`config.mk`:
```
export PLATFORM = sky130hd
export DESIGN_NAME = cascade_start_ctl
export DESIGN_NICKNAME = d
export VERILOG_FILES = /design/src/rtl/cascade_start_ctl.sv
export SDC_FILE = /design/constraint.sdc
export NUM_CORES = 1
export LEC_CHECK = 0
export BUFFER_PORTS_ARGS = -buffer_cell sky130_fd_sc_hd__buf_2
export CAP_MARGIN = 30
export CORE_MARGIN = 2
export CORE_UTILIZATION = 51
export CTS_CLUSTER_DIAMETER = 40
export CTS_CLUSTER_SIZE = 30
export DETAILED_ROUTE_END_ITERATION = 12
export PLACE_DENSITY = 0.77
export REMOVE_ABC_BUFFERS = 1
export SLEW_MARGIN = 20
export SYNTH_ARGS = -nofsm -noshare
export SYNTH_HDL_FRONTEND = slang
export SYNTH_SLANG_ARGS = --single-unit
```
`constraint.sdc`:
```
create_clock -name clk -period 2.5 [get_ports clk]
set_clock_uncertainty 0.1 [all_clocks]
set_input_delay 0.5 -clock clk [delete_from_list [all_inputs] [get_ports clk]]
set_output_delay 0.5 -clock clk [all_outputs]
set_load 0.05 [all_outputs]
```
`src/rtl/cascade_start_ctl.sv`:
```
module cascade_start_ctl #(
  parameter int WINDOW = 289,
  parameter int LEAD   = 13
) (
  input  logic                      clk,
  input  logic                      rst_n,
  input  logic                      dir_right,
  input  logic                      line_strobe,
  input  logic                      sample_start,
  input  logic                      sp1_in,
  input  logic                      sp2_in,
  output logic                      sp1_out,
  output logic                      sp1_oe,
  output logic                      sp2_out,
  output logic                      sp2_oe,
  output logic                      capture_en,
  output logic [$clog2(WINDOW)-1:0] cap_slot
);
  localparam int CW = $clog2(WINDOW);
  localparam logic [CW-1:0] LAST    = CW'(WINDOW - 1);
  localparam logic [CW-1:0] P_FIRST = CW'(WINDOW - LEAD - 1);
  localparam logic [CW-1:0] P_LAST  = CW'(WINDOW - 2);

  typedef enum logic [1:0] {IDLE, WAIT, ARMED, ACTIVE} st_t;

  st_t st;
  logic [CW-1:0] cnt;
  logic sp_in, pulse;

  assign sp_in = dir_right ? sp1_in : sp2_in;

  always_ff @(posedge clk or negedge rst_n) begin
    if (!rst_n) begin
      st  <= IDLE;
      cnt <= '0;
    end else if (line_strobe) begin
      st  <= IDLE;
      cnt <= '0;
    end else if (sample_start) begin
      st  <= sp_in ? ACTIVE : WAIT;
      cnt <= '0;
    end else begin
      case (st)
        WAIT:   if (sp_in) st <= ARMED;
        ARMED:  if (!sp_in) begin
                  st  <= ACTIVE;
                  cnt <= '0;
                end
        ACTIVE: if (cnt == LAST) begin
                  st  <= IDLE;
                  cnt <= '0;
                end else begin
                  cnt <= cnt + 1'b1;
                end
        default: st <= IDLE;
      endcase
    end
  end

  assign capture_en = (st == ACTIVE);
  assign cap_slot   = cnt;
  assign pulse      = capture_en && (cnt >= P_FIRST) && (cnt <= P_LAST);

  assign sp1_oe  = !dir_right;
  assign sp2_oe  = dir_right;
  assign sp1_out = sp1_oe && pulse;
  assign sp2_out = sp2_oe && pulse;
endmodule

```
==> flow_summary.toml <==
[outcome]
outcome = "complete, no violations"

[timing]
setup_viol = 0
period_minus_slack_ns = 2.24
final.setup.tns_ns = 0
final-max-slew-violation-count = 0
fmaxAchievable_mhz = 447
tightest_slew_ns = 0.556
final-hold-violation-count = 0
finalCritPeriodShare = 0.895
slew_headroom = 0.626
rsz0062_at_grt = "no"

[layout]
ff_latch_area_sq_um = 275
fillCellCount = 134
fin_util = 0.644
diodes = 0
synthToLayoutAreaGrowth_pct = 17.5
multi_input_area_sq_um = 512
nets = 123
drive_above_1_share = 0.327

[placement]
finalWeightedCongestion = 0.921
port_buffers = 20
dp_hpwl_mm = 1.32

[floorplan]
io_pins = 21
die_w_microns = 44.5
row_count = 14
initial_core_util = 0.548
coreArea_sq_um = 1520
dieArea_sq_um = 1980
die_y_microns = 44.5

[critical_path]
worst_setup_path_start_kind = "flip-flop"
end_kind = "primary output"
path_max_fanout = 7
crit_required_ns = 1.90
path_class = "reg2out"
crit_arrival_ns = 1.64

[logic_synthesis]
ys_seq_elements = 11
synth_edf_count = 0
yosysWarnings = 0
synth-async-reset-ratio = 1.00
synthFlopType = "dfrtp_1"
seq_area_frac_synth = 0.329
synth.avg_cell_area_sq_um = 9.72
syn_area_sq_um = 836
ys_types = 34
synth.top_cells.by_count = "dfrtp_1, nor2_1, inv_1"
synth_top_area_frac = 0.329
synth_top_area_cell = "dfrtp_1"
synth_cells = 86
synthTopCellsByArea = "dfrtp_1, ha_1, nor2_1"
synth.most_common_cell = "dfrtp_1"

[run]
cap_violations = 0

[global_routing]
grt_max_degree = 15
antenna_found_initial = 0
overflow = 0
grt_pass1_vias = 659
grt_pass1_wl_mm = 2.90
track_usage = 0.203

[drt]
detail_route.vias_per_cell = 6.01
drtPass1Iterations = 4
wl_mm = 1.70
drtIter0Drc = 15
route.detailed.drc = 0
wl_per_cell_microns = 13.5
dr_total_vias = 757
ant_nets = 0

[cts]
clkSinkCount = 11
clock_latency_ns = 0.26
cts_tree = "built"
cts-root-buf = "clkbuf_4"
cts_setup_buffers = 0
hold_buffers = 1
ctsResizeCount = 0
clk_pin_slew_ns = 0.07
cts.path.max_buffers = 2
numCtsBuffers = 3
htreeDepth = 1

[power]
irDropWorstVdd_mv = 0.407
leakagePower_nw = 0.484
power.density_nw_per_um2 = 383

[hold_path]
hold_class = "in2reg"
## path summary, 6_finish.rpt
kind	startpoint	to	slack (ns)	cells after the start
max	cap_slot[6]	sp2_out	0.26	4
min	line_strobe	st[0]	0.39	2
max reg2reg	st[0]	cap_slot[8]	0.39	7
min reg2reg	cap_slot[8]	cap_slot[8]	0.49	2
max in group asynchronous	rst_n	st[0]	1.58	2
min in group asynchronous	rst_n	cap_slot[8]	0.52	2
## cell usage in the layout (no fill, tap or decap), types with 2 or more instances in the layout
cell type  instances
a21oi_1            6
nand3_1            3
a22o_1             3
or3_1              2
or4_1              4
o21ai_0            3
dfrtp_1           11
clkbuf_4           3
o31ai_1            3
mux2_2             3
nor2_1             9
ha_1               5
buf_2             20
nand2_1            3
a21o_1             3
inv_1              8
## state kept, by name (all words and copies together) (netlist names)
name,cells
st,2
cap_slot,9
## worst max-delay path: stages, from the launching register on
cell	delay, ns
dfrtp_1	0.47
nor4b_1	0.32
o2111ai_1	0.19
nor2_1	0.12
buf_2	0.27
## per-layer routing
metal / part of all wire / GRT usage / vias up
met1: 0.47 / 0.270 / 359
li1: - / - / 376
met2: 0.47 / 0.319 / 22
met4: 0 / 0.0182 / 0
met5: 0 / 0 / -
met3: 0.063 / 0.0857 / 0
## layout make-up
cell class / instances / area share
multi-input combinational: 65 / 0.521
clock buffer: 3 / 0.0229
clock inverter: 1 / 0.00510
timing repair buffer: 22 / 0.120
inverter: 8 / 0.0306
sequential: 11 / 0.280
tap: 16 / 0.0204
## through the flow
stage	std cells	hold slack [ns]	total power, mW	instance area (sq um)	setup slack [ns]
3_5_place_dp	121	0.279	0.260	945	0.353
6_report	126	0.393	0.376	982	0.263
4_1_cts	126	0.383	0.381	982	0.246
2_1_floorplan	84	0.104	0.231	817	0.0232
5_1_grt	126	0.386	0.400	982	0.0960
3_3_place_gp	121	0.278	0.257	945	0.435
## power by group
part           internal, mW  total, mW  leakage (nW)  switching (mW)
clock                0.0591      0.118        0.0177          0.0593
combinational        0.0280     0.0737         0.314          0.0457
sequential            0.181      0.184         0.152         0.00284
## cell families after synthesis
group / count (synthesis) / share of synthesized area
fa+ha+maj: 5 / 0.0749
buf+inv: 10 / 0.0584
flops: 11 / 0.329
mux: 5 / 0.0689
simple gates: 29 / 0.225
compound gates: 26 / 0.244
No activity file was read; power rests on OpenSTA's default activity.
